$ cat src/rtl/va_cls_pkg.sv
package va_cls_pkg;

    // Classification result held by the controller.
    typedef enum logic [1:0] {
        ST_IDLE  = 2'd0,
        ST_LOW   = 2'd1,
        ST_HIGH  = 2'd2,
        ST_FAULT = 2'd3
    } cls_state_e;

    // Index of the two halves.
    localparam int HALF_LO = 0;
    localparam int HALF_HI = 1;
    localparam int HALVES  = 2;

endpackage

$ cat src/rtl/va_width_decode.sv
// Turns a size field (VA_W minus width) into a clamped region width.
module va_width_decode #(
    parameter int VA_W  = 64,
    parameter int MAX_W = 48,
    parameter int MIN_W = 13,
    localparam int IDX_W = $clog2(VA_W),
    localparam int WID_W = IDX_W + 1
) (
    input  logic [IDX_W-1:0] size_field,
    output logic [WID_W-1:0] width
);
    localparam int SIZE_LO = VA_W - MAX_W;
    localparam int SIZE_HI = VA_W - MIN_W;

    always_comb begin
        int s;
        s = int'(size_field);
        if (s < SIZE_LO) begin
            s = SIZE_LO;
        end else if (s > SIZE_HI) begin
            s = SIZE_HI;
        end
        width = WID_W'(VA_W - s);
    end
endmodule

$ cat src/rtl/va_span_check.sv
// Reports whether every address bit at or above 'width' is zero, or is one.
module va_span_check #(
    parameter int VA_W = 64,
    localparam int WID_W = $clog2(VA_W) + 1
) (
    input  logic [VA_W-1:0]  va,
    input  logic [WID_W-1:0] width,
    output logic             upper_zero,
    output logic             upper_ones
);
    logic [VA_W-1:0] above;

    for (genvar b = 0; b < VA_W; b++) begin : g_mask
        assign above[b] = (b >= int'(width));
    end

    assign upper_zero = ~|(va & above);
    assign upper_ones = &(va | ~above);
endmodule

$ cat src/rtl/va_level_calc.sv
// Maps a region width to the first walk level and its index bit range.
module va_level_calc #(
    parameter int VA_W       = 64,
    parameter int MAX_W      = 48,
    parameter int GRAN_SHIFT = 12,
    parameter int LVL_BITS   = 9,
    parameter int LEVELS     = 4,
    localparam int IDX_W = $clog2(VA_W),
    localparam int WID_W = IDX_W + 1,
    localparam int LVL_W = $clog2(LEVELS)
) (
    input  logic [WID_W-1:0] width,
    output logic [LVL_W-1:0] level,
    output logic [IDX_W-1:0] idx_msb,
    output logic [IDX_W-1:0] idx_lsb
);
    // Top width each level can resolve on its own.
    logic [LEVELS-1:0] fits;

    for (genvar l = 0; l < LEVELS; l++) begin : g_fit
        localparam int CEIL = MAX_W - LVL_BITS * l;
        assign fits[l] = (int'(width) <= CEIL);
    end

    always_comb begin
        level   = '0;
        idx_lsb = IDX_W'(GRAN_SHIFT + LVL_BITS * (LEVELS - 1));
        for (int l = 0; l < LEVELS; l++) begin
            if (fits[l]) begin
                level   = LVL_W'(l);
                idx_lsb = IDX_W'(GRAN_SHIFT + LVL_BITS * (LEVELS - 1 - l));
            end
        end
        idx_msb = IDX_W'(int'(width) - 1);
    end
endmodule

$ cat src/rtl/va_region_classifier.sv
module va_region_classifier
    import va_cls_pkg::*;
#(
    parameter int VA_W       = 64,
    parameter int MAX_W      = 48,
    parameter int MIN_W      = 13,
    parameter int GRAN_SHIFT = 12,
    parameter int LVL_BITS   = 9,
    parameter int LEVELS     = 4,
    localparam int IDX_W = $clog2(VA_W),
    localparam int WID_W = IDX_W + 1,
    localparam int LVL_W = $clog2(LEVELS)
) (
    input  logic             clk,
    input  logic             rst_n,
    input  logic             in_valid,
    input  logic [VA_W-1:0]  in_va,
    input  logic [IDX_W-1:0] lo_size,
    input  logic [IDX_W-1:0] hi_size,
    output logic             out_valid,
    output logic             out_fault,
    output logic [1:0]       out_sel,
    output logic [LVL_W-1:0] out_level,
    output logic [IDX_W-1:0] out_idx_msb,
    output logic [IDX_W-1:0] out_idx_lsb
);
    logic [IDX_W-1:0] size_f  [HALVES];
    logic [WID_W-1:0] width_h [HALVES];
    logic             zero_h  [HALVES];
    logic             ones_h  [HALVES];
    logic [LVL_W-1:0] lvl_h   [HALVES];
    logic [IDX_W-1:0] msb_h   [HALVES];
    logic [IDX_W-1:0] lsb_h   [HALVES];

    assign size_f[HALF_LO] = lo_size;
    assign size_f[HALF_HI] = hi_size;

    for (genvar h = 0; h < HALVES; h++) begin : g_half
        va_width_decode #(
            .VA_W (VA_W),
            .MAX_W(MAX_W),
            .MIN_W(MIN_W)
        ) u_width (
            .size_field(size_f[h]),
            .width     (width_h[h])
        );

        va_span_check #(
            .VA_W(VA_W)
        ) u_span (
            .va        (in_va),
            .width     (width_h[h]),
            .upper_zero(zero_h[h]),
            .upper_ones(ones_h[h])
        );

        va_level_calc #(
            .VA_W      (VA_W),
            .MAX_W     (MAX_W),
            .GRAN_SHIFT(GRAN_SHIFT),
            .LVL_BITS  (LVL_BITS),
            .LEVELS    (LEVELS)
        ) u_level (
            .width  (width_h[h]),
            .level  (lvl_h[h]),
            .idx_msb(msb_h[h]),
            .idx_lsb(lsb_h[h])
        );
    end

    // Classification of the address presented this cycle.
    logic       va_top;
    logic       lo_hit;
    logic       hi_hit;
    cls_state_e decided;

    assign va_top = in_va[VA_W-1];
    assign lo_hit = !va_top && zero_h[HALF_LO];
    assign hi_hit =  va_top && ones_h[HALF_HI];

    always_comb begin
        if (lo_hit) begin
            decided = ST_LOW;
        end else if (hi_hit) begin
            decided = ST_HIGH;
        end else begin
            decided = ST_FAULT;
        end
    end

    // Next-state logic.
    cls_state_e state;
    cls_state_e state_nxt;

    always_comb begin
        state_nxt = state;
        unique case (state)
            ST_IDLE:  if (in_valid) state_nxt = decided;
            ST_LOW:   if (in_valid) state_nxt = decided;
            ST_HIGH:  if (in_valid) state_nxt = decided;
            ST_FAULT: if (in_valid) state_nxt = decided;
            default:  state_nxt = ST_IDLE;
        endcase
    end

    // State register.
    always_ff @(posedge clk) begin
        if (!rst_n) begin
            state <= ST_IDLE;
        end else begin
            state <= state_nxt;
        end
    end

    // Registered walk-start fields, loaded with each strobe.
    logic             valid_q;
    logic [LVL_W-1:0] level_q;
    logic [IDX_W-1:0] msb_q;
    logic [IDX_W-1:0] lsb_q;

    always_ff @(posedge clk) begin
        if (!rst_n) begin
            valid_q <= 1'b0;
            level_q <= '0;
            msb_q   <= '0;
            lsb_q   <= '0;
        end else begin
            valid_q <= in_valid;
            if (in_valid) begin
                unique case (decided)
                    ST_LOW: begin
                        level_q <= lvl_h[HALF_LO];
                        msb_q   <= msb_h[HALF_LO];
                        lsb_q   <= lsb_h[HALF_LO];
                    end
                    ST_HIGH: begin
                        level_q <= lvl_h[HALF_HI];
                        msb_q   <= msb_h[HALF_HI];
                        lsb_q   <= lsb_h[HALF_HI];
                    end
                    default: begin
                        level_q <= '0;
                        msb_q   <= '0;
                        lsb_q   <= '0;
                    end
                endcase
            end
        end
    end

    // Output decode from the held state.
    always_comb begin
        out_valid   = valid_q;
        out_level   = level_q;
        out_idx_msb = msb_q;
        out_idx_lsb = lsb_q;
        out_fault   = 1'b0;
        out_sel     = 2'b00;
        unique case (state)
            ST_IDLE:  out_sel = 2'b00;
            ST_LOW:   out_sel = 2'b01;
            ST_HIGH:  out_sel = 2'b10;
            ST_FAULT: out_fault = 1'b1;
            default:  out_sel = 2'b00;
        endcase
    end
endmodule

$ cat config.mk
export PLATFORM = sky130hd
export DESIGN_NAME = va_region_classifier
export DESIGN_NICKNAME = d
export VERILOG_FILES = /design/src/rtl/va_cls_pkg.sv /design/src/rtl/va_width_decode.sv /design/src/rtl/va_span_check.sv /design/src/rtl/va_level_calc.sv /design/src/rtl/va_region_classifier.sv
export SDC_FILE = /design/constraint.sdc
export NUM_CORES = 1
export LEC_CHECK = 0
export ABC_AREA = 0
export BUFFER_PORTS_ARGS = -buffer_cell sky130_fd_sc_hd__buf_2
export CAP_MARGIN = 20
export CELL_PAD_IN_SITES_DETAIL_PLACEMENT = 0
export CELL_PAD_IN_SITES_GLOBAL_PLACEMENT = 1
export CORE_ASPECT_RATIO = 1.2
export CORE_MARGIN = 3
export CORE_UTILIZATION = 25
export CTS_BUF_LIST = sky130_fd_sc_hd__clkbuf_8
export CTS_CLUSTER_SIZE = 24
export DETAILED_ROUTE_END_ITERATION = 7
export GPL_TIMING_DRIVEN = 0
export HOLD_SLACK_MARGIN = 0.1
export PLACE_DENSITY_LB_ADDON = 0.1
export SETUP_SLACK_MARGIN = 0.02
export SYNTH_ARGS = -nofsm -noshare
export SYNTH_HDL_FRONTEND = slang
export SYNTH_SLANG_ARGS = --single-unit
$ cat constraint.sdc
create_clock -name clk -period 6.8 [get_ports clk]
set_clock_uncertainty 0.2 [all_clocks]
set_input_delay 0.68 -clock clk [delete_from_list [all_inputs] [get_ports clk]]
set_output_delay 0.68 -clock clk [all_outputs]
set_load 0.01 [all_outputs]
== After elaboration in Yosys (flattened, before gate mapping) ==
Index checks and enable logic that the tools add are counted.

* Input port bits: 79
* Register bits: 17
* Output and inout bits: 18
* Word-level logic and storage cells: 189

* Equal/unequal tests: 6
* Magnitude comparators: 138
* Add/subtract/negate cells: 4
* Bitwise logic cells: 3
* Reduce and logical (&&, ||, !) cells: 8
* Muxes and demuxes: 25

{| class="wikitable"
|+ Operator list
! operator !! count
|-
| greater-or-equal comparator 6 x 7 -> 1 bit (first input constant) || 64
|-
| greater-or-equal comparator 5 x 7 -> 1 bit (first input constant) || 32
|-
| greater-or-equal comparator 4 x 7 -> 1 bit (first input constant) || 16
|-
| bitwise AND 64 bit || 1
|-
| NOT 64 bit || 1
|-
| OR 64 bit || 1
|-
| AND reduction 64 bit || 1
|-
| OR reduction 64 bit || 1
|-
| two-way mux 6 bit || 10
|-
| greater-or-equal comparator 3 x 7 -> 1 bit (first input constant) || 8
|-
| greater-or-equal comparator 1 x 7 -> 1 bit (first input constant) || 4
|-
| greater-or-equal comparator 2 x 7 -> 1 bit (first input constant) || 4
|-
| <= comparator 7 x 5 -> 1 bit (second input constant) || 4
|-
| case mux 6 bit (2 select lines) || 2
|-
| <= comparator 7 x 6 -> 1 bit (second input constant) || 2
|-
| two-way mux 2 bit || 7
|-
| subtractor 7 bit (first input constant) || 2
|-
| greater-than comparator 6 bit (second input constant) || 2
|-
| < comparator 6 x 5 -> 1 bit (second input constant) || 2
|-
| subtractor 6 x 1 -> 6 bit (second input constant) || 2
|-
| case mux 2 bit (2 select lines) || 2
|-
| equality test 2 bit (second input constant) || 3
|-
| equality test 2 x 1 -> 1 bit (second input constant) || 2
|-
| two-way mux 1 bit || 4
|-
| other kinds (5) || 7
|}

== Logic depth before layout (Yosys ltp) ==
* Depth in word-level cells: 13
* Mapped depth: 25
* Mapped depth without buffers: 21

== Cells and area by module ==
From an unflattened synthesis, not the netlist that was laid out.

* Cell total of the unflattened synthesis: 793
* Area, all modules: 5048.6 sq um

{| class="wikitable"
|+ By module, submodules not included
! module !! area an instance (sq um) !! times used !! sequential area each (sq um) !! cells an instance
|-
| va_span_check || 1675.4 || 2 || 0.0 || 285
|-
| va_region_classifier || 839.6 || 1 || 340.3 || 93
|-
| va_level_calc || 247.7 || 2 || 0.0 || 38
|-
| va_width_decode || 181.4 || 2 || 0.0 || 27
|}

== Worst setup path after synthesis ==
OpenSTA, ideal clock, no wires.

* Kind: input port to flip-flop
* Start point: in hi_size[2]
* End point: reg msb_q[4], in the netlist out_idx_msb[4]
* Stages on the path: 23
* Setup time: 0.071 ns
* Arrival time: 4.739 ns
* Setup slack: 1.791 ns
* Data required time: 6.529 ns
* Path buffers: 2
* Path through: buf_2 > nor2_1 > nor2b_1 > o21ai_0 > and2_1 > ha_1 > inv_1 > or4_1 > a211o_1 > a21oi_1 > a31oi_1 > or4_1 > nor4_2 > o2111ai_2 > buf_2 > nand2_1 > o21ai_0 > ha_1 > inv_1 > nor3_1 > o32ai_2 > o2111ai_1 > a21oi_1

* Longest elaborated chain between the ends: 13
* Elaborated cells on any way between the ends: 79
* Classes of those cells: 2 x add/sub; 66 x order compare; 2 x eq/ne; 5 x mux; 2 x bitwise; 2 x reduce/logical

{| class="wikitable"
|+ RTL lines
! what !! line !! RTL
|-
| start: declaration || va_region_classifier.sv:19 || <nowiki>input logic [IDX_W-1:0] hi_size,</nowiki>
|-
| greater-than comparator 6 bit || va_width_decode.sv:20 || <nowiki>end else if (s > SIZE_HI) begin</nowiki>
|-
| two-way mux 6 bit || va_width_decode.sv:20 ||
|-
| two-way mux 6 bit * || va_width_decode.sv:18 || <nowiki>if (s < SIZE_LO) begin</nowiki>
|-
| subtractor 7 bit * || va_width_decode.sv:23 || <nowiki>width = WID_W'(VA_W - s);</nowiki>
|-
| greater-or-equal comparator 1 x 7 -> 1 bit, or another cell as far along || va_span_check.sv:14 || <nowiki>assign above[b] = (b >= int'(width));</nowiki>
|-
| NOT 64 bit || va_span_check.sv:18 || <nowiki>assign upper_ones = &(va | ~above);</nowiki>
|-
| OR 64 bit || va_span_check.sv:18 ||
|-
| AND reduction 64 bit || va_span_check.sv:18 ||
|-
| logical AND 1 bit || va_region_classifier.sv:79 || <nowiki>assign hi_hit = va_top && ones_h[HALF_HI];</nowiki>
|-
| two-way mux 1 bit || va_region_classifier.sv:84 || <nowiki>end else if (hi_hit) begin</nowiki>
|-
| two-way mux 2 bit || va_region_classifier.sv:82 || <nowiki>if (lo_hit) begin</nowiki>
|-
| equality test 2 bit or equality test 2 x 1 -> 1 bit (tied branches) || va_region_classifier.sv:130 || <nowiki>unique case (decided)</nowiki>
|-
| case mux 6 bit (2 select lines) * || va_region_classifier.sv:130 ||
|-
| end signal: assignment || va_region_classifier.sv:133 || <nowiki>msb_q <= msb_h[HALF_LO];</nowiki>
|-
| end signal: assignment || va_region_classifier.sv:138 || <nowiki>msb_q <= msb_h[HALF_HI];</nowiki>
|-
| end: declaration || va_region_classifier.sv:118 || <nowiki>logic [IDX_W-1:0] msb_q;</nowiki>
|}

Mark *: on every way between the ends. The rest lies on a longest branch, timed or not.
A chain may end at the register's enable or synchronous reset.

== Final worst setup path ==
* Start point: in hi_size[5]
* End point: reg msb_q[4], in the netlist out_idx_msb[4]

Same word-level chain as after synthesis.

==> flow_metrics.env <==
export IMPL_power_leakage_nw=1.65
export IMPL_min_delay_path_class="reg2reg"
export IMPL_globalRouteTotalUtil=0.218
export IMPL_syn_num_nets=569
export IMPL_max_freq_ghz=0.169
export IMPL_timing_final_crit_period_ps=5920
export IMPL_hold_violations=0
export IMPL_reg2reg_slack_ps=5870
export IMPL_die_width_um=110
export IMPL_clock_buffer_count_from_cts=3
export IMPL_fin_nets=669
export IMPL_gpl_final_weighted_congestion=0.921
export IMPL_fillCellCount=1431
export IMPL_rr_endpoint="state[0]$_SDFFE_PN0P_"
export IMPL_power_density_over_the_cells_nw_per_um2=126
export IMPL_wl_per_cell_um=21.7
export IMPL_clk_path_buf_depth=2
export IMPL_grt_max_degree=11
export IMPL_drive_gt1_frac=0.239
export IMPL_placementRows=44
export IMPL_yosys_cell_types_count=81
export IMPL_placed_cells_incl_taps=731
export IMPL_timing_final_setup_violations=0
export IMPL_die_area_um2=14400
export IMPL_rsz0062_at_grt="no"
export IMPL_first_pass_iters=4
export IMPL_worst_endpoint_required_ps=6770
export IMPL_maximum_level_of_the_cts_h_tree=1
export IMPL_worst_reg2reg_path_length_in_cells=2
export IMPL_route_final_wire_length_mm=15.9
export IMPL_cp_start_kind="primary input"
export IMPL_ctsHoldBuffers=0
export IMPL_outcome="complete, no violations"
export IMPL_maxSlewViolCount=0
export IMPL_overflow=0
export IMPL_drv_cap=0
export IMPL_min_delay_worst_endpoint="out_idx_msb[1]$_SDFFE_PN0P_"
export IMPL_rr_startpoint="state[0]$_SDFFE_PN0P_"
export IMPL_critical_path_arrival_ps=5890
export IMPL_area_of_the_placeable_core_um2=12400
export IMPL_tritoncts="built"
export IMPL_initialDrtViolationCount=326
export IMPL_critical_path_endpoint_type="flip-flop"
export IMPL_worstPathMaxFanout=10
export IMPL_first_pass_grt_wire_length_mm=24.1
export IMPL_post_cts_repair_setup_buffers=0
export IMPL_grt_pass1_vias=4179
export IMPL_grt_antenna_before_repair=0
export IMPL_most_common_layout_cells="102 x buf_2, 49 x nor2_1, 41 x o21ai_0"
export IMPL_synth_seq_area_share=0.0988
export IMPL_tightest_slew_ps=977
export IMPL_cts_num_sinks=16
export IMPL_clk_pin_slew_ps=60
export IMPL_io_pins=97
export IMPL_synthesis_area_per_instance_um2=6.82
export IMPL_area_delta_synth_final_pct=22.6
export IMPL_min_from="out_idx_msb[1]$_SDFFE_PN0P_"
export IMPL_asyncSetResetFlopFracSynth=0
export IMPL_die_height_um=131
export IMPL_num_vias=4333
export IMPL_mostFrequentLayoutCell="buf_2"
export IMPL_routed_via_density=5.90
export IMPL_initial_core_util=0.262
export IMPL_slew_headroom=0.342
export IMPL_portBuffers=94
export IMPL_antennaDiodeCount=0
export IMPL_ctsResizeCount=0
export IMPL_dp_final_hpwl_mm=13.0
export IMPL_postSynthCellCount=475
export IMPL_setup_tns_final_ps=0
export IMPL_netlist_area_before_placement_um2=3240
export IMPL_synth_enable_flop_cells=0
export IMPL_hold_path_depth=2
export IMPL_postSynthRegisterBits=16
export IMPL_post_layout_nonfiller_instances=735
export IMPL_synth_yosys_warnings=0
export IMPL_utilization=0.321
export IMPL_clock_latency_ps=240
export IMPL_cts_root_buffer_cell="clkbuf_8"
export IMPL_drt_drc_violations_left=0
export IMPL_post_route_period_util=0.871
export IMPL_max_vdd_ir_drop_v=0.0000917
export IMPL_critPathKind="in2reg"
export IMPL_antenna_violating_nets_post_route=0
export IMPL_synthFlopType="dfxtp_1"
-- worst max-delay path by stage --
stage,startpoint,endpoint,slack [ps],cells after the start
2_1_floorplan,hi_size[2],out_idx_msb[4]$_SDFFE_PN0P_,1790,23
3_3_place_gp,hi_size[5],out_idx_msb[4]$_SDFFE_PN0P_,580,24
3_5_place_dp,hi_size[5],out_idx_msb[4]$_SDFFE_PN0P_,630,24
4_1_cts,hi_size[5],out_idx_msb[4]$_SDFFE_PN0P_,860,24
5_1_grt,hi_size[5],out_idx_msb[4]$_SDFFE_PN0P_,320,24
6_report,hi_size[5],out_idx_msb[4]$_SDFFE_PN0P_,880,24
-- cell type report --
type,count,area (um^2),area share
tap,161,201,0.0507
buffer,31,168,0.0422
sequential,16,320,0.0806
inverter,22,82.6,0.0208
clock buffer,4,55.1,0.0139
timing repair buffer,95,475,0.120
multi-input combinational,406,2670,0.672
-- report_power, final --
part	total [mW]	switching [mW]	internal [mW]	leakage, nW
combinational	0.322	0.211	0.110	1.49
sequential	0.0982	0.00157	0.0967	0.131
clock	0.0804	0.0292	0.0512	0.0288
-- kinds of logic (layout without fill, tap and decap cells) --
| logic type | count (synthesis) | after routing | synth area share |
|---|---|---|---|
| DFF | 16 | 16 | 0.0988 |
| and+or+nand+nor | 176 | 176 | 0.288 |
| AOI/OAI and AO/OA | 204 | 204 | 0.444 |
| xor gates and xnor gates | 5 | 5 | 0.0158 |
| buffers and inverters | 53 | 152 | 0.0772 |
| muxes | 6 | 6 | 0.0185 |
| adders and majority gates | 15 | 15 | 0.0579 |
-- sequential cells by signal (all words and copies together), names as in the netlist --
| name | count |
|---|---|
| out_level | 2 |
| out_idx_msb | 6 |
| out_valid | 1 |
| state | 2 |
| out_idx_lsb | 5 |
-- cell usage after synthesis (5+ instances only) --
cell type,instances,area share
nor2_1,49,0.057
o21ai_0,41,0.063
a21oi_1,36,0.056
nand2_1,32,0.037
inv_1,22,0.025
nand3_1,18,0.028
dfxtp_1,16,0.099
clkbuf_1,15,0.017
ha_1,15,0.058
nor3_1,13,0.020
o31ai_1,13,0.030
nand4_1,11,0.021
o211ai_1,11,0.025
o22ai_1,10,0.019
a211oi_1,8,0.019
a31oi_1,7,0.014
buf_2,7,0.011
a22oi_1,6,0.014
mux2i_1,6,0.019
o21a_1,6,0.014
a21boi_0,5,0.012
and3_1,5,0.0096
nand2b_1,5,0.0096
nor2b_1,5,0.0096
o221ai_1,5,0.014
or2_2,5,0.0096
or4_1,5,0.012
-- per-layer routing --
layer / up-vias / track usage / share of wire
met3: 32 / 0.0206 / 0.055
met2: 182 / 0.355 / 0.46
met5: - / 0 / 0
met1: 2074 / 0.299 / 0.45
li1: 2045 / - / -
met4: 0 / 0.0800 / 0.036
-- stage by stage --
step                      power [mW]  hold slack, ps  worst slack [ps]  instance area (um^2)
after global placement         0.416             247               582                  3910
after detailed placement       0.415             251               633                  3920
final                          0.500             262               879                  3970
after global routing           0.536             287               318                  3970
after CTS                      0.497             260               858                  3970
after floorplan                0.296             276              1790                  3240
-- worst max-delay path, cell delays in order --
cell,delay [ps]
buf_2,130
buf_2,170
o21ai_0,210
nand2_1,180
inv_1,200
ha_1,350
nand2b_1,160
o221ai_1,120
nor2_1,450
clkbuf_1,460
a21oi_1,130
a2111oi_0,360
nand4_1,170
nor4_2,320
o2111ai_2,320
buf_2,300
nand2_1,80
o21ai_0,100
ha_1,240
inv_1,130
nor3_1,80
o32ai_2,260
o2111ai_1,150
a21oi_1,150
(Power assumes the default switching activity.)
